`src/rtl/irqagg_pkg.sv`:
```
// Package: shared constants and decode helper for the interrupt aggregator.
// Assumes byte addressing with word-aligned registers; offsets are fixed by
// software convention and therefore kept here rather than as parameters.
package irqagg_pkg;

    localparam int unsigned OFS_CAUSE    = 32'h00;
    localparam int unsigned OFS_MASK     = 32'h10;
    localparam int unsigned OFS_CTRL     = 32'h28;
    localparam int unsigned CTRL_EDGE_BIT = 3;
    localparam int unsigned CTRL_MSG_BIT  = 5;

    typedef enum logic [1:0] {
        SEL_NONE  = 2'd0,
        SEL_CAUSE = 2'd1,
        SEL_MASK  = 2'd2,
        SEL_CTRL  = 2'd3
    } reg_sel_e;

    // Map a zero-extended byte address to a register select.
    function automatic reg_sel_e decode_offset(input logic [31:0] byte_addr);
        reg_sel_e sel;
        case (byte_addr)
            OFS_CAUSE: sel = SEL_CAUSE;
            OFS_MASK:  sel = SEL_MASK;
            OFS_CTRL:  sel = SEL_CTRL;
            default:   sel = SEL_NONE;
        endcase
        return sel;
    endfunction

endpackage

```
`src/rtl/irqagg_sync.sv`:
```
// Module: multi-stage synchroniser for a bus of independent request lines.
// Assumes each line is a slow level that may be sampled in any cycle; no
// bus coherence between lines is implied. STAGES must be at least 1.
module irqagg_sync #(
    parameter int unsigned WIDTH  = 32,
    parameter int unsigned STAGES = 2
) (
    input  logic             clk,
    input  logic             rst_n,
    input  logic [WIDTH-1:0] async_in,
    output logic [WIDTH-1:0] sync_out
);

    logic [WIDTH-1:0] chain_q [STAGES];

    // First stage samples the asynchronous lines.
    always_ff @(posedge clk) begin
        if (!rst_n) chain_q[0] <= '0;
        else        chain_q[0] <= async_in;
    end

    genvar gs;
    generate
        for (gs = 1; gs < STAGES; gs++) begin : g_stage
            // Each further stage re-times the previous one.
            always_ff @(posedge clk) begin
                if (!rst_n) chain_q[gs] <= '0;
                else        chain_q[gs] <= chain_q[gs-1];
            end
        end
    endgenerate

    assign sync_out = chain_q[STAGES-1];

endmodule

```
`src/rtl/irqagg_detect.sv`:
```
// Module: per-line event detector. In level mode every high line requests a
// cause set; in edge mode only a line that was low last cycle and is high now.
// Assumes inputs are already synchronous to clk.
module irqagg_detect #(
    parameter int unsigned WIDTH = 32
) (
    input  logic             clk,
    input  logic             rst_n,
    input  logic [WIDTH-1:0] sync_in,
    input  logic             edge_mode,
    output logic [WIDTH-1:0] set_vec
);

    logic [WIDTH-1:0] prev_q;

    // Remember last cycle's synchronised level for edge detection.
    always_ff @(posedge clk) begin
        if (!rst_n) prev_q <= '0;
        else        prev_q <= sync_in;
    end

    genvar gl;
    generate
        for (gl = 0; gl < WIDTH; gl++) begin : g_line
            // Choose the set request for one line from the global mode.
            always_comb begin
                if (edge_mode) set_vec[gl] = sync_in[gl] & ~prev_q[gl];
                else           set_vec[gl] = sync_in[gl];
            end
        end
    endgenerate

endmodule

```
`src/rtl/irqagg_regs.sv`:
```
// Module: register file and bus responder. Holds cause, mask and the two
// implemented control bits. A cause write clears only bits written as zero;
// a set request in the same cycle overrides the clear. One access per strobe,
// answered with ready one cycle later; a read returns the pre-access value.
module irqagg_regs
    import irqagg_pkg::*;
#(
    parameter int unsigned WIDTH  = 32,
    parameter int unsigned ADDR_W = 6
) (
    input  logic              clk,
    input  logic              rst_n,
    input  logic              bus_wr,
    input  logic              bus_rd,
    input  logic [ADDR_W-1:0] bus_addr,
    input  logic [WIDTH-1:0]  bus_wdata,
    output logic [WIDTH-1:0]  bus_rdata,
    output logic              bus_ready,
    input  logic [WIDTH-1:0]  set_vec,
    output logic [WIDTH-1:0]  cause_q,
    output logic [WIDTH-1:0]  mask_q,
    output logic              edge_mode,
    output logic              msg_gate
);

    reg_sel_e         sel;
    logic [WIDTH-1:0] keep_vec;
    logic [WIDTH-1:0] cause_d;
    logic [WIDTH-1:0] ctrl_view;
    logic [WIDTH-1:0] rd_mux;
    logic             edge_q;
    logic             msg_q;
    logic [WIDTH-1:0] rdata_q;
    logic             ready_q;

    // Decode the byte address into a register select.
    always_comb sel = decode_offset(32'(bus_addr));

    // Bits kept by a cause write: ones keep, zeros clear.
    always_comb begin
        if (bus_wr && sel == SEL_CAUSE) keep_vec = bus_wdata;
        else                            keep_vec = '1;
    end

    // Next cause: surviving bits plus new events (set wins).
    always_comb cause_d = (cause_q & keep_vec) | set_vec;

    // Latch causes every cycle.
    always_ff @(posedge clk) begin
        if (!rst_n) cause_q <= '0;
        else        cause_q <= cause_d;
    end

    // Mask register, all lines disabled out of reset.
    always_ff @(posedge clk) begin
        if (!rst_n)                         mask_q <= '1;
        else if (bus_wr && sel == SEL_MASK) mask_q <= bus_wdata;
    end

    // Control bits: trigger mode and message-path gate.
    always_ff @(posedge clk) begin
        if (!rst_n) begin
            edge_q <= 1'b0;
            msg_q  <= 1'b0;
        end else if (bus_wr && sel == SEL_CTRL) begin
            edge_q <= bus_wdata[CTRL_EDGE_BIT];
            msg_q  <= bus_wdata[CTRL_MSG_BIT];
        end
    end

    // Control register as seen by software; unimplemented bits are zero.
    always_comb begin
        ctrl_view                = '0;
        ctrl_view[CTRL_EDGE_BIT] = edge_q;
        ctrl_view[CTRL_MSG_BIT]  = msg_q;
    end

    // Read multiplexer; unmapped offsets return zero.
    always_comb begin
        case (sel)
            SEL_CAUSE: rd_mux = cause_q;
            SEL_MASK:  rd_mux = mask_q;
            SEL_CTRL:  rd_mux = ctrl_view;
            default:   rd_mux = '0;
        endcase
    end

    // Register read data and completion flag.
    always_ff @(posedge clk) begin
        if (!rst_n) begin
            rdata_q <= '0;
            ready_q <= 1'b0;
        end else begin
            ready_q <= bus_wr | bus_rd;
            if (bus_rd) rdata_q <= rd_mux;
        end
    end

    assign bus_rdata = rdata_q;
    assign bus_ready = ready_q;
    assign edge_mode = edge_q;
    assign msg_gate  = msg_q;

endmodule

```
`src/rtl/irq_aggregator.sv`:
```
// Module: top of the interrupt aggregator. Synchronises the request lines,
// detects events under one global trigger mode, latches them as causes and
// ORs the unmasked causes into one wired output. Assumes a single clock and
// a bus master that issues at most one access per cycle.
module irq_aggregator #(
    parameter int unsigned NUM_LINES   = 32,
    parameter int unsigned ADDR_W      = 6,
    parameter int unsigned SYNC_STAGES = 2
) (
    input  logic                 clk,
    input  logic                 rst_n,
    input  logic [NUM_LINES-1:0] irq_in,
    input  logic                 bus_wr,
    input  logic                 bus_rd,
    input  logic [ADDR_W-1:0]    bus_addr,
    input  logic [NUM_LINES-1:0] bus_wdata,
    output logic [NUM_LINES-1:0] bus_rdata,
    output logic                 bus_ready,
    output logic                 irq_out
);

    logic [NUM_LINES-1:0] sync_vec;
    logic [NUM_LINES-1:0] set_vec;
    logic [NUM_LINES-1:0] cause_q;
    logic [NUM_LINES-1:0] mask_q;
    logic                 edge_mode;
    logic                 msg_gate;
    logic                 unused_gate;

    irqagg_sync #(.WIDTH(NUM_LINES), .STAGES(SYNC_STAGES)) u_sync (
        .clk      (clk),
        .rst_n    (rst_n),
        .async_in (irq_in),
        .sync_out (sync_vec)
    );

    irqagg_detect #(.WIDTH(NUM_LINES)) u_detect (
        .clk       (clk),
        .rst_n     (rst_n),
        .sync_in   (sync_vec),
        .edge_mode (edge_mode),
        .set_vec   (set_vec)
    );

    irqagg_regs #(.WIDTH(NUM_LINES), .ADDR_W(ADDR_W)) u_regs (
        .clk       (clk),
        .rst_n     (rst_n),
        .bus_wr    (bus_wr),
        .bus_rd    (bus_rd),
        .bus_addr  (bus_addr),
        .bus_wdata (bus_wdata),
        .bus_rdata (bus_rdata),
        .bus_ready (bus_ready),
        .set_vec   (set_vec),
        .cause_q   (cause_q),
        .mask_q    (mask_q),
        .edge_mode (edge_mode),
        .msg_gate  (msg_gate)
    );

    // The gate bit serves a message path outside this block only.
    assign unused_gate = msg_gate;

    // Combine unmasked causes into the wired output.
    always_comb irq_out = |(cause_q & ~mask_q);

endmodule

```
`config.mk`:
```
export PLATFORM = sky130hd
export DESIGN_NAME = irq_aggregator
export DESIGN_NICKNAME = d
export VERILOG_FILES = /design/src/rtl/irqagg_pkg.sv /design/src/rtl/irqagg_sync.sv /design/src/rtl/irqagg_detect.sv /design/src/rtl/irqagg_regs.sv /design/src/rtl/irq_aggregator.sv
export SDC_FILE = /design/constraint.sdc
export NUM_CORES = 1
export LEC_CHECK = 0
export BUFFER_PORTS_ARGS = -buffer_cell sky130_fd_sc_hd__buf_4
export CAP_MARGIN = 20
export CORE_ASPECT_RATIO = 0.8
export CORE_UTILIZATION = 55
export CTS_CLUSTER_DIAMETER = 50
export DETAILED_ROUTE_END_ITERATION = 8
export GPL_TIMING_DRIVEN = 0
export MAX_ROUTING_LAYER = met4
export PLACE_DENSITY = 0.78
export SYNTH_ARGS = -nofsm -noshare
export SYNTH_HDL_FRONTEND = slang
export SYNTH_SLANG_ARGS = --single-unit
export TNS_END_PERCENT = 50
```
`constraint.sdc`:
```
create_clock -name clk -period 1.6 [get_ports clk]
set_input_delay 0.08 -clock clk [delete_from_list [all_inputs] [get_ports clk]]
set_output_delay 0.08 -clock clk [all_outputs]
set_load 0.01 [all_outputs]
```
Word level (Yosys, flattened, before mapping)
Memory sizes are Yosys's and may differ from the RTL's.
Index checks and enable logic that the tools add are counted.
Storage, ports and cells
  word-level logic and storage cells: 128
  memories kept: 1
  bits of input ports: 74
  RAM bits: 64
  register bits after elaboration: 131
Memory list
  u_sync.chain_q: words 2, bits a word 32, rd ports 2, clocked after Yosys merged registers in 0, wr ports 2, RTL line irqagg_sync.sv:14  | logic [WIDTH-1:0] chain_q [STAGES];
Cells by class
  equality and inequality tests: 5
  reductions and logical operators: 5
  mux-type cells: 39
  bitwise logic cells: 71
Operators by type and width (number)
  32-bit two-way mux: 3
  32-bit one-hot mux with 3 select lines: 1
  32-bit bitwise AND: 2
  1-bit two-way mux: 34
  1-bit bitwise AND: 32
  1-bit inverter: 32
  32-bit inverter: 1
  32-bit OR: 1
  32-bit OR reduction: 1
  6-bit by 5-bit == test with 1-bit output (second input constant): 1
  6-bit == test (second input constant): 1
  6-bit logical NOT: 1
  2-bit one-hot mux with 3 select lines: 1
  2-bit == test (second input constant): 2
  1-bit logical AND: 3
  1-bit OR: 3
  2-bit by 1-bit == test with 1-bit output (second input constant): 1

Logic depth before layout (Yosys ltp)
  depth in word-level cells: 7
  depth in mapped cells: 6
  mapped depth without buffers: 4

By module
A second synthesis with hierarchy kept.
Unflattened totals
  cell total of the unflattened synthesis: 758
  area total of the unflattened synthesis: 7263.2 um^2
By module, submodules not included
  irqagg_regs: instances 1, area an instance 4078.9 um^2, cells an instance 469, sequential area each 1981.9 um^2
  irqagg_sync: instances 1, area an instance 1791.7 um^2, cells an instance 134, sequential area each 1281.2 um^2
  irqagg_detect: instances 1, area an instance 1141.1 um^2, cells an instance 102, sequential area each 640.6 um^2
  irq_aggregator: instances 1, area an instance 251.5 um^2, cells an instance 53, sequential area each 0.0 um^2

Least setup slack after synthesis
Ideal clock, no wire load.
  path kind: input port to flip-flop
  from: in bus_addr[2]
  to: reg u_regs.cause_q[10]
  data required time: 1483 ps
  path slack: 146 ps
  library setup time: 117 ps
  arrival time: 1337 ps
  stages on the path: 5
  cells stage by stage: or4b_1 -> or3_4 -> buf_6 -> o21ai_2 -> a21boi_1
On the way
  cells in the longest elaborated chain, start to end: 7
  elaborated cells between the ends (all ways): 9
  those cells by class: eq/ne: 3; mux: 2; bitwise: 2; reduce/logical: 2
Ends and longest elaborated chain
  from (decl): RTL line irq_aggregator.sv:15  | input logic [ADDR_W-1:0] bus_addr,
  6-bit == test, or another cell as far along: RTL line irqagg_pkg.sv:22  | case (byte_addr)
  2-bit one-hot mux with 3 select lines (*): RTL line irqagg_pkg.sv:22
  2-bit by 1-bit == test with 1-bit output (*): RTL line irqagg_regs.sv:41  | if (bus_wr && sel == SEL_CAUSE) keep_vec = bus_wdata;
  1-bit logical AND (*): RTL line irqagg_regs.sv:41
  32-bit two-way mux (*): RTL line irqagg_regs.sv:41
  32-bit bitwise AND (*): RTL line irqagg_regs.sv:46  | always_comb cause_d = (cause_q & keep_vec) | set_vec;
  32-bit OR (*): RTL line irqagg_regs.sv:46
  to (signal assigned): RTL line irqagg_regs.sv:51  | else cause_q <= cause_d;
  to (decl): RTL line irqagg_regs.sv:20  | output logic [WIDTH-1:0] cause_q,
Mark *: on every way between the ends. The rest lies on a longest branch, timed or not.
A chain may end at the register's enable or synchronous reset.

Final worst setup path
  from: reg u_regs.cause_q[12]
  to: out irq_out
On the way
  cells in the longest elaborated chain, start to end: 2
Ends and longest elaborated chain
  32-bit bitwise AND: RTL line irq_aggregator.sv:65  | always_comb irq_out = |(cause_q & ~mask_q);
  32-bit OR reduction: RTL line irq_aggregator.sv:65
  to (decl): RTL line irq_aggregator.sv:19  | output logic irq_out
No other way between the ends.

==> metrics.txt <==
status finished with violations; failing checks negative setup slack; H-tree Lvls 4; Avg Cell Area, Syn 9.38 um2; post-DP HPWL roughly 12 mm; die width 127 um; Sum Neg Setup Slack -0.0637 ns; Crit path max-delay family simple AND/OR/NAND/NOR gates; largest net degree at the start of global routing 17; Synth cell types 27; port bufs 106; Die ar. about 13000 um2; final routed DRC violation total 0; global route overflow 0; peak supply drop between 0.0008 and 0.0009 V; gr usage total 0.304; PD cells approximately 1100 nW/um2; fin crit share 1.04; Root Driver clkbuf_16; Startpoint Class flip-flop; Total Power slightly above 10000 uW; Hold Fails Final Rpt 0; Post-synth EDFFs 0; WP data arrival around 1.6 ns; routability cong. between 0.8 and 0.9; cell area after synthesis a little under 7000 um2; Final Max Slew Viols 0; Tmin final around 1.7 ns; Final ANT Viol Nets 0; Ys Warns 0; critical path class flip-flop to output pin; Ant. Diodes 0; Seq/Total Area, Yosys 0.571; initial antenna violation count 0; most frequent cell after synthesis dfxtp_1; Pre-Repair DR Iteration Count 5; Initial DRC Count 520; Post-synth top flop dfxtp_1; relative slew slack 0.452; Worst Path Max Fanout 3; Skew-Pair Late Insertion Delay 0.43 ns; placed instance area 7820 um2; die height roughly 100 um; Worst setup EP type output pin; Synth top cells by count dfxtp_1, nand2_1, and2_1, clkbuf_1, nand3_1; final clock skew roughly 0.008 ns; cell count after synthesis approximately 730; Post-Layout Inst Area slightly above 9000 um2; hold slack final about 0.08 ns; WL/cell between 15 and 20 um; unrepaired setup endpoints after global routing yes; Final Net Count 1006; syn nets between 800 and 900; Worst EP required roughly 1.5 ns; Clock Pin Slew Worst Setup and Hold Paths roughly 0.07 ns; # placed instances ~990; via count between 5k and 6k; total CTS buffers 17; crit-path cells inv_1 -> o22ai_2 -> nor4_2 -> nand4_1 -> buf_4; clock sinks 195; Lkg Pwr 0.00391 uW; achievable frequency 601 MHz; Area growth syn-to-layout 36.1%; Worst Max-Slew Pin Slew 0.815 ns; share of layout cells above drive strength 1 0.259; synth top area cells dfxtp_1, nand2_1, and2_1, mux2i_1, o21ai_2; asr flop ratio synth 0; num ports ~110; vias in the first global route roughly 5.5k; CP max stage delay 0.33 ns; core footprint 12200 um2; Cell Rows 36; Final WS setup -0.0637 ns; Layout Cells excl Fill between 1k and 1.5k; Synth Register Bits between 150 and 200; max_cap viols 0; global-route wire length before repair around 28 mm; CTS Buffer Depth 2; cell taking the most area after synthesis dfxtp_1; Slowest-stage cell, CP dfxtp_2; Hold Path Class primary input to flip-flop; via density per instance about 5.2; setup violators final 1; Initial Utilization 0.562; Crit path buffers/inverters 2; routed wire length approximately 18 mm; Yosys top cell area share 0.571; CTS tree done
registers in the layout, indices dropped and copies added, names as in the netlist:
register,flops
u_regs.bus_rdata,32
u_regs.bus_ready,1
u_regs.mask_q,32
u_regs.cause_q,32
u_sync.chain_q,64
u_detect.prev_q,32
u_regs.edge_mode,1
u_regs.msg_gate,1
cell families (layout without fill, tap and decap cells):
family	after synthesis	count (layout)	synth area share
AND/OR/NAND/NOR	309	309	0.218
flip-flops	195	195	0.571
AO/OA/AOI/OAI	117	117	0.119
buffers and inverters	75	292	0.0447
multiplexers	32	32	0.0469
layout make-up:
type	instances	area [um2]
inverter	32	120
sequential	195	3960
clock inverter	8	98.8
timing repair buffer	185	1550
clock buffer	24	492
fill	809	2870
tap	152	190
multi-input combinational	458	2700
buffer	43	186
path summary, 6_finish.rpt:
path,start,endpoint,cells after the start,slack (ns)
setup / recovery,u_regs.cause_q[12]$_SDFF_PN0_,irq_out,5,-0.06
setup reg to reg,u_regs.edge_mode$_SDFFE_PN0P_,u_regs.cause_q[21]$_SDFF_PN0_,5,0.09
hold / removal,bus_addr[0],u_regs.bus_rdata[3]$_SDFFE_PN0P_,3,0.08
hold reg to reg,u_sync.chain_q[0][9]$_SDFF_PN0_,u_sync.chain_q[1][9]$_SDFF_PN0_,1,0.43
worst reg2reg max path, stage by stage, from the launching register on:
cell	delay (ns)
dfxtp_1	0.31
clkbuf_1	0.29
clkbuf_1	0.44
nand2_1	0.10
nand2_1	0.17
a21boi_1	0.08
cell usage in the layout (no fill, tap or decap), types with 9 or more instances in the layout:
cell type,count
nand2_1,163
dfxtp_1,157
buf_4,119
and2_1,96
dlygate4sd3_1,66
clkbuf_1,41
dfxtp_2,36
nand3_1,35
o21ai_0,34
mux2i_1,32
o21ai_2,30
a21boi_1,30
inv_1,22
clkbuf_16,17
inv_2,10
o22ai_1,9
timing repair:
action | CTS | global route
cloned | 0 | 0
buffers inserted | 10 | 3
pin swaps | 7 | 5
resized for setup | 37 | 27
hold buffers | 66 | 0
setup endpoints to repair | 1 | 17
endpoints found under the hold margin | 96 | 0
power by group:
part           switching, uW  internal (uW)  total [uW]
sequential              88.9           5010        5100
clock                   1750           2470        4220
combinational            342            411         753
total                   2180           7890       10100
through the flow:
step | worst slack, ns | util
6_report | -0.0637 | 0.764
5_1_grt | -0.0935 | 0.764
4_1_cts | -0.0280 | 0.758
3_5_place_dp | -0.311 | 0.643
3_3_place_gp | -0.316 | 0.643
2_1_floorplan | 0.146 | -
per-layer routing:
layer  wire length (um)  global-route usage
met2               8560               0.483
met4                304               0.123
met1               8330               0.387
met3               1030              0.0528
met5                  0                   -
Power figures use the tool's default switching activity.
